`src/rtl/acm_pkg.sv`:
```
`timescale 1ns/1ps
// Shared codes and decode functions for the audio clock monitor.
// Assumes counts are zero-extended to 32 bits by the caller.
package acm_pkg;
    localparam int N_TRK = 3;             // 0 frame period, 1 bit clock, 2 master clock
    localparam int IDX_FRM = 0;
    localparam int IDX_SCK = 1;
    localparam int IDX_MCK = 2;

    typedef enum logic [2:0] {
        RATE_NONE = 3'd0,
        RATE_F32  = 3'd1,
        RATE_F44  = 3'd2,
        RATE_F48  = 3'd3
    } rate_e;

    // True when per lies within nom +/- (nom >> sh)
    function automatic logic in_window(input logic [31:0] per, input logic [31:0] nom,
                                       input logic [4:0] sh);
        logic [31:0] tol;
        tol = nom >> sh;
        return (per >= nom - tol) && (per <= nom + tol);
    endfunction

    // Rate family of a frame period; the 48 kHz window is tried first
    function automatic rate_e rate_class(input logic [31:0] per, input logic [31:0] n32,
                                         input logic [31:0] n44, input logic [31:0] n48,
                                         input logic [4:0] sh);
        if (in_window(per, n48, sh)) return RATE_F48;
        if (in_window(per, n44, sh)) return RATE_F44;
        if (in_window(per, n32, sh)) return RATE_F32;
        return RATE_NONE;
    endfunction

    // Master clocks per frame to a 3-bit ratio code
    function automatic logic [2:0] mck_code(input logic [31:0] n);
        case (n)
            32'd64:  return 3'd1;
            32'd128: return 3'd2;
            32'd192: return 3'd3;
            32'd256: return 3'd4;
            32'd384: return 3'd5;
            32'd512: return 3'd6;
            default: return 3'd0;
        endcase
    endfunction

    // Bit clocks per frame to a 2-bit ratio code
    function automatic logic [1:0] sck_code(input logic [31:0] n);
        case (n)
            32'd32:  return 2'd1;
            32'd48:  return 2'd2;
            32'd64:  return 2'd3;
            default: return 2'd0;
        endcase
    endfunction
endpackage

```
`src/rtl/acm_edge_sync.sv`:
```
`timescale 1ns/1ps
// Brings one asynchronous clock line into the system domain and flags its
// rising edges. Assumes the line stays high and low for at least one system
// clock each, so no edge is lost.
module acm_edge_sync (
    input  logic clk,
    input  logic rst_n,
    input  logic line_i,
    output logic rise_o
);
    logic [2:0] pipe_q;

    // Two synchroniser stages plus one history stage
    always_ff @(posedge clk) begin
        if (!rst_n) pipe_q <= 3'b000;
        else        pipe_q <= {pipe_q[1:0], line_i};
    end

    assign rise_o = pipe_q[1] & ~pipe_q[2];
endmodule

```
`src/rtl/acm_ratio_track.sv`:
```
`timescale 1ns/1ps
// Counts events between frame strobes and tracks whether the per-frame count
// is steady. The count locks after two consecutive full frames agree. A
// mismatch against the locked value unlocks it and raises unsteady_o, which
// stays high until the count locks again. The first window after reset is
// partial and is only recorded. The accumulator saturates.
module acm_ratio_track #(
    parameter int CNT_W = 12
) (
    input  logic             clk,
    input  logic             rst_n,
    input  logic             frame_stb,
    input  logic             inc,
    output logic [CNT_W-1:0] count_o,
    output logic             locked_o,
    output logic             unsteady_o
);
    localparam logic [CNT_W-1:0] CNT_MAX = '1;

    logic [CNT_W-1:0] acc_q, last_q;
    logic             seen_q, locked_q, unst_q;

    // Accumulate events; at each strobe compare with the previous window
    always_ff @(posedge clk) begin
        if (!rst_n) begin
            acc_q    <= '0;
            last_q   <= '0;
            seen_q   <= 1'b0;
            locked_q <= 1'b0;
            unst_q   <= 1'b0;
        end else if (frame_stb) begin
            acc_q  <= inc ? CNT_MAX'(1) : '0;
            last_q <= acc_q;
            seen_q <= 1'b1;
            if (seen_q) begin
                if (locked_q && (acc_q != last_q)) begin
                    locked_q <= 1'b0;
                    unst_q   <= 1'b1;
                end else if (!locked_q && (acc_q == last_q)) begin
                    locked_q <= 1'b1;
                    unst_q   <= 1'b0;
                end
            end
        end else if (inc && (acc_q != CNT_MAX)) begin
            acc_q <= acc_q + 1'b1;
        end
    end

    assign count_o    = last_q;
    assign locked_o   = locked_q;
    assign unsteady_o = unst_q;
endmodule

```
`src/rtl/aud_clk_monitor.sv`:
```
`timescale 1ns/1ps
// Audio clock monitor. Measures the frame period in system clocks and the
// master and bit clocks per frame. Publishes the rate family and ratio codes
// in a read-only status byte and keeps sticky change errors that software
// clears by writing zeros. Assumes every audio clock is slower than half the
// system clock.
module aud_clk_monitor #(
    parameter int PER_W     = 16,
    parameter int CNT_W     = 12,
    parameter int NOM32_CYC = 6250,
    parameter int NOM44_CYC = 4535,
    parameter int NOM48_CYC = 4167,
    parameter int TOL_SHIFT = 5
) (
    input  logic       clk,
    input  logic       rst_n,
    input  logic       mclk_i,
    input  logic       sclk_i,
    input  logic       lrclk_i,
    input  logic       reg_wr,
    input  logic       reg_addr,
    input  logic [7:0] reg_wdata,
    output logic [7:0] reg_rdata
);
    import acm_pkg::*;

    localparam int ERR_W = N_TRK;

    logic [N_TRK-1:0] rise_w, lock_w, unst_w;
    logic [N_TRK-1:0] line_w;
    logic [PER_W-1:0] per_cnt;
    logic [CNT_W-1:0] sck_cnt, mck_cnt;
    logic [7:0]       status_d, status_q;
    logic [ERR_W-1:0] err_q;
    logic             frame_stb;
    logic             unused_wbits;

    assign line_w = {mclk_i, sclk_i, lrclk_i};

    // One synchroniser and edge detector per watched clock
    for (genvar g = 0; g < N_TRK; g++) begin : g_sync
        acm_edge_sync u_sync (
            .clk   (clk),
            .rst_n (rst_n),
            .line_i(line_w[g]),
            .rise_o(rise_w[g])
        );
    end

    assign frame_stb = rise_w[IDX_FRM];

    acm_ratio_track #(.CNT_W(PER_W)) u_trk_per (
        .clk(clk), .rst_n(rst_n), .frame_stb(frame_stb), .inc(1'b1),
        .count_o(per_cnt), .locked_o(lock_w[IDX_FRM]), .unsteady_o(unst_w[IDX_FRM])
    );

    acm_ratio_track #(.CNT_W(CNT_W)) u_trk_sck (
        .clk(clk), .rst_n(rst_n), .frame_stb(frame_stb), .inc(rise_w[IDX_SCK]),
        .count_o(sck_cnt), .locked_o(lock_w[IDX_SCK]), .unsteady_o(unst_w[IDX_SCK])
    );

    acm_ratio_track #(.CNT_W(CNT_W)) u_trk_mck (
        .clk(clk), .rst_n(rst_n), .frame_stb(frame_stb), .inc(rise_w[IDX_MCK]),
        .count_o(mck_cnt), .locked_o(lock_w[IDX_MCK]), .unsteady_o(unst_w[IDX_MCK])
    );

    // Decode locked counts into the status fields
    always_comb begin
        status_d = 8'h00;
        if (lock_w[IDX_FRM])
            status_d[7:5] = rate_class(32'(per_cnt), 32'(NOM32_CYC), 32'(NOM44_CYC),
                                       32'(NOM48_CYC), 5'(TOL_SHIFT));
        if (lock_w[IDX_MCK]) status_d[4:2] = mck_code(32'(mck_cnt));
        if (lock_w[IDX_SCK]) status_d[1:0] = sck_code(32'(sck_cnt));
    end

    // Status register and sticky errors; a hardware set wins over a clear
    always_ff @(posedge clk) begin
        if (!rst_n) begin
            status_q <= 8'h00;
            err_q    <= '0;
        end else begin
            status_q <= status_d;
            err_q    <= ((reg_wr && reg_addr) ? (err_q & reg_wdata[ERR_W-1:0]) : err_q)
                        | unst_w;
        end
    end

    assign unused_wbits = ^reg_wdata[7:ERR_W];

    // Read multiplexer
    assign reg_rdata = reg_addr ? {{(8-ERR_W){1'b0}}, err_q} : status_q;
endmodule

```
`config.mk`:
```
export PLATFORM = sky130hd
export DESIGN_NAME = aud_clk_monitor
export DESIGN_NICKNAME = d
export VERILOG_FILES = /design/src/rtl/acm_pkg.sv /design/src/rtl/acm_edge_sync.sv /design/src/rtl/acm_ratio_track.sv /design/src/rtl/aud_clk_monitor.sv
export SDC_FILE = /design/constraint.sdc
export NUM_CORES = 1
export LEC_CHECK = 0
export CORE_MARGIN = 3
export CORE_UTILIZATION = 54
export DETAILED_ROUTE_END_ITERATION = 10
export DONT_BUFFER_PORTS = 1
export PLACE_DENSITY_LB_ADDON = 0.15
export SETUP_SLACK_MARGIN = 0.05
export SLEW_MARGIN = 25
export SYNTH_ARGS = -nofsm -noshare
export SYNTH_HDL_FRONTEND = slang
export SYNTH_SLANG_ARGS = --single-unit
```
`constraint.sdc`:
```
create_clock -name clk -period 2 [get_ports clk]
set_clock_uncertainty 0.15 [all_clocks]
set_input_delay 0.2 -clock clk [delete_from_list [all_inputs] [get_ports clk]]
set_output_delay 0.2 -clock clk [all_outputs]
set_load 0.005 [all_outputs]
```
==> impl_results.md <==
* Library cell with the largest summed area after synthesis: sky130_fd_sc_hd__dfxtp_1
* Most numerous cell types in the synthesized netlist: 110 x sky130_fd_sc_hd__nand2_1, 106 x sky130_fd_sc_hd__dfxtp_1, 44 x sky130_fd_sc_hd__a21boi_0, 44 x sky130_fd_sc_hd__xor2_1, 32 x sky130_fd_sc_hd__nor2_1
* P_sw at 0.0009265 W
* Number of enable flip-flop cells after synthesis at 0
* Class of the worst hold path: in -> reg
* Total cell area at the placement stage at 5445 um2
* Number of antenna violations at the first check in global routing at 0
* Area enclosed by the die boundary at 10,700 um2
* Global-route wire length before repair at about 19,000 um
* Syn Nets at approximately 620
* Main flop type after synthesis: sky130_fd_sc_hd__dfxtp_1
* Clock root buffer: sky130_fd_sc_hd__clkbuf_8
* Final Hold Violating Endpoints at 0
* Relative contribution of sequential cells to total power at 0.572
* Stage delay of the slowest cell on the critical path at 0.35 ns
* Count of buffers from port buffering at 0
* Sw Share at 0.2471
* Launch instance of the worst register-to-register path: u_trk_per.count_o[10]
* Clock net sink count at between 100 and 150
* Initial core utilization at 0.5712
* Clock Power Share at 0.382
* Outcome: complete, no violations
* Max Root-Sink Buffers at 2
* Dominant cell by count in the synthesized netlist: sky130_fd_sc_hd__nand2_1
* Number of fill cells at approximately 760
* Weighted congestion at the end of routability-driven global placement at 0.8561
* Max frequency at 0.5252 GHz
* Power per cell area at 634.6 nW/um2
* WS Path Type: reg -> reg
* Combinational share of power at 0.046
* Worst EP arrival at 2.06 ns
* Total design power at approximately 0.0037 W
* Largest delay contributor family on the critical path: simple AND/OR/NAND/NOR gates
* Max-cap violations at 0
* Netlist area before placement at 5127 um2
* Final Instance Area at 5908 um2
* Placeable core region at 8976 um2
* Critical Path Fanout Max at 3
* Via density per instance at ~5.5
* Clock buffers created by TritonCTS at 9
* Combined buffer and inverter count along the critical path at 0
* Clock slew at reported path FFs at between 0.1 and 0.15 ns
* First element of the critical path: u_trk_per.count_o[10]
* Grt total ovfl at 0
* Nets at 653
* Height of the chip at 103.4 um
* Detailed-router iteration count before antenna repair at 4
* Unrepaired setup endpoints after global routing: true
* Cell chain of the critical path: xor2_1 > nor4_2 > nand4_1 > ha_1 > nor2_2 > o21ai_1 > a21oi_1
* Area share of the leading cell type in the synthesized netlist at 0.4139
* Clock latency reported for the late side of the worst-skew pair at approximately 0.37 ns
* Required time reported for the critical path endpoint at 2.15 ns
* Detailed-placement wirelength estimate at about 7700 um
* Biggest area contributors in the synthesized netlist: sky130_fd_sc_hd__dfxtp_1 41%, sky130_fd_sc_hd__nand2_1 8.1%, sky130_fd_sc_hd__xor2_1 7.5%
* Total Wirelength at roughly 11,000 um
* Count of mapped cells out of synthesis at 601
* Shortest period the worst path allows at 1.904 ns
* Number of antenna-violating nets in the routed design at 0
* Die X at 103.4 um
* TritonCTS clock tree: done
* Via Count at 4,222
* Fin crit share at 0.9520
* Total of flip-flops plus latches after synthesis at approximately 110
* Setup violation total in the final timing report at 0
* Internal power at 0.002823 W
* Total global routing track utilization at 0.2211
* Initial drt markers at 172
* Syn avg cell area at approximately 8.5 um2
* Io pins at 23
* Worst min-delay path startpoint: rst_n
* Peak supply drop at 0.4297 mV
* Pin count of the biggest net entering global routing at 53
* Async set or reset register ratio after synthesis at 0
* Fraction of final layout cells with drive strength greater than 1 at 0.1743
* Drc violations at 0
* Max Slew Vio Count at 0
* Crit-path slowest cell: sky130_fd_sc_hd__dfxtp_2
* Site row count at 34
* Capturing element type of the critical path: register
* Startpoint types: register
* H-tree level count at 3
* Pleak at approximately 2.3 nW
* Via count of the first global-routing pass at 3,989
* Number of distinct library cells after synthesis at 55
* Growth of design area from synthesis to finish at 15.23%
* Share of synthesized area occupied by flip-flops and latches at 0.4139
* Ant diodes at 0
* DR WL/cell at approximately 15 um
* YS warnings at 0
## stage by stage
stage	worst slack [ns]	utilization	hold slack, ns	TNS, ns	std cells
after global routing	-0.006679	0.6582	0.01057	-0.01278	763
after CTS	0.04729	0.6485	0.004783	0	762
after global placement	0.07386	0.6066	0.1799	0	732
after detailed placement	0.06024	0.6066	0.1791	0	732
after floorplan	0.1932	-	0.1773	0	601
final	0.09597	0.6582	0.01546	0	763
## logic make-up after synthesis
logic type / synth area share
and+or+nand+nor: 0.2448
AOI/OAI and AO/OA: 0.1591
DFF: 0.4139
xor gates and xnor gates: 0.1042
buffers and inverters: 0.04612
muxes: 0.01659
adders and majority gates: 0.01464
other: 0.0007314
## worst paths after layout
path / endpoint / slack (ns) / cells after the start
max: u_trk_per.locked_o / 0.1 / 7
min reg2reg: u_trk_per.count_o[13] / 0.35 / 2
max reg2reg: u_trk_per.locked_o / 0.1 / 7
min: u_trk_mck.count_o[4] / 0.02 / 2
## state kept, by name, indices dropped and copies added, names as in the netlist
name                  count
u_trk_sck.count_o        12
u_trk_mck.count_o        12
g_sync.u_sync.pipe_q      9
u_trk_per.unsteady_o      1
u_trk_mck.unsteady_o      1
u_trk_per.seen_q          1
u_trk_sck.unsteady_o      1
u_trk_per.count_o        16
u_trk_mck.acc_q          12
u_trk_sck.locked_o        1
u_trk_sck.acc_q          12
u_trk_per.locked_o        1
u_trk_per.acc_q          16
status_q                  7
u_trk_mck.locked_o        1
err_q                     3
## power groups by stage
| stage | registers [W] | clock network [W] | logic (W) |
|---|---|---|---|
| global route | 0.00215 | 0.00154 | 0.000191 |
| finish | 0.00214 | 0.00143 | 0.000173 |
| global placement | 0.00219 | 0 | 0.000134 |
| CTS | 0.00214 | 0.00146 | 0.000166 |
| floorplan | 0.00219 | 0 | 0.000114 |
| detailed placement | 0.00219 | 0 | 0.000137 |
## worst register-to-register path: cells and delay by family (launching register included)
kind,cells,cell delay (ns)
flip-flops,1,0.35
AO/OA/AOI/OAI,2,0.20
AND/OR/NAND/NOR,3,0.64
adder cells (fa/ha/maj),1,0.35
XOR/XNOR,1,0.16
## cells in the final DEF (no fill, tap or decap), types with 9 or more instances in the layout
master                          instances
sky130_fd_sc_hd__dlygate4sd3_1         13
sky130_fd_sc_hd__dfxtp_2               17
sky130_fd_sc_hd__xor2_1                44
sky130_fd_sc_hd__a21boi_0              43
sky130_fd_sc_hd__nand2_1              110
sky130_fd_sc_hd__a21oi_1               16
sky130_fd_sc_hd__buf_4                 50
sky130_fd_sc_hd__nand3_1               16
sky130_fd_sc_hd__o21ai_0               17
sky130_fd_sc_hd__clkbuf_8               9
sky130_fd_sc_hd__xnor2_1               17
sky130_fd_sc_hd__nand4_1               12
sky130_fd_sc_hd__nor3_1                14
sky130_fd_sc_hd__and2_1                10
sky130_fd_sc_hd__dfxtp_1               88
sky130_fd_sc_hd__nor4_1                12
sky130_fd_sc_hd__nor2_1                30
## repair_timing
| action | in CTS | in global routing |
|---|---|---|
| buffers inserted | 0 | 1 |
| pin swaps | 0 | 11 |
| hold buffers | 14 | 0 |
| endpoints found under the setup margin | 3 | 22 |
| hold endpoints to repair | 67 | 0 |
| resized for setup | 3 | 28 |
## routing by layer
layer	global-route usage	vias up	wire [um]
met5	0	-	0
met4	0.06275	0	106
met3	0.02683	10	336
met2	0.3662	68	5228
met1	0.3041	2004	5408
li1	-	2140	-
## cell type report
class                           count  area [um2]  share of cell area
Multi-Input combinational cell    444        2835              0.4799
Sequential cell                   106        2147              0.3634
Clock buffer                        9       123.9             0.02097
Tap cell                          126       157.7             0.02668
Clock inverter                      7       92.59             0.01567
Inverter                            7       26.28            0.004447
Timing Repair Buffer               64       525.5             0.08895
No activity file was read; power rests on OpenSTA's default activity.
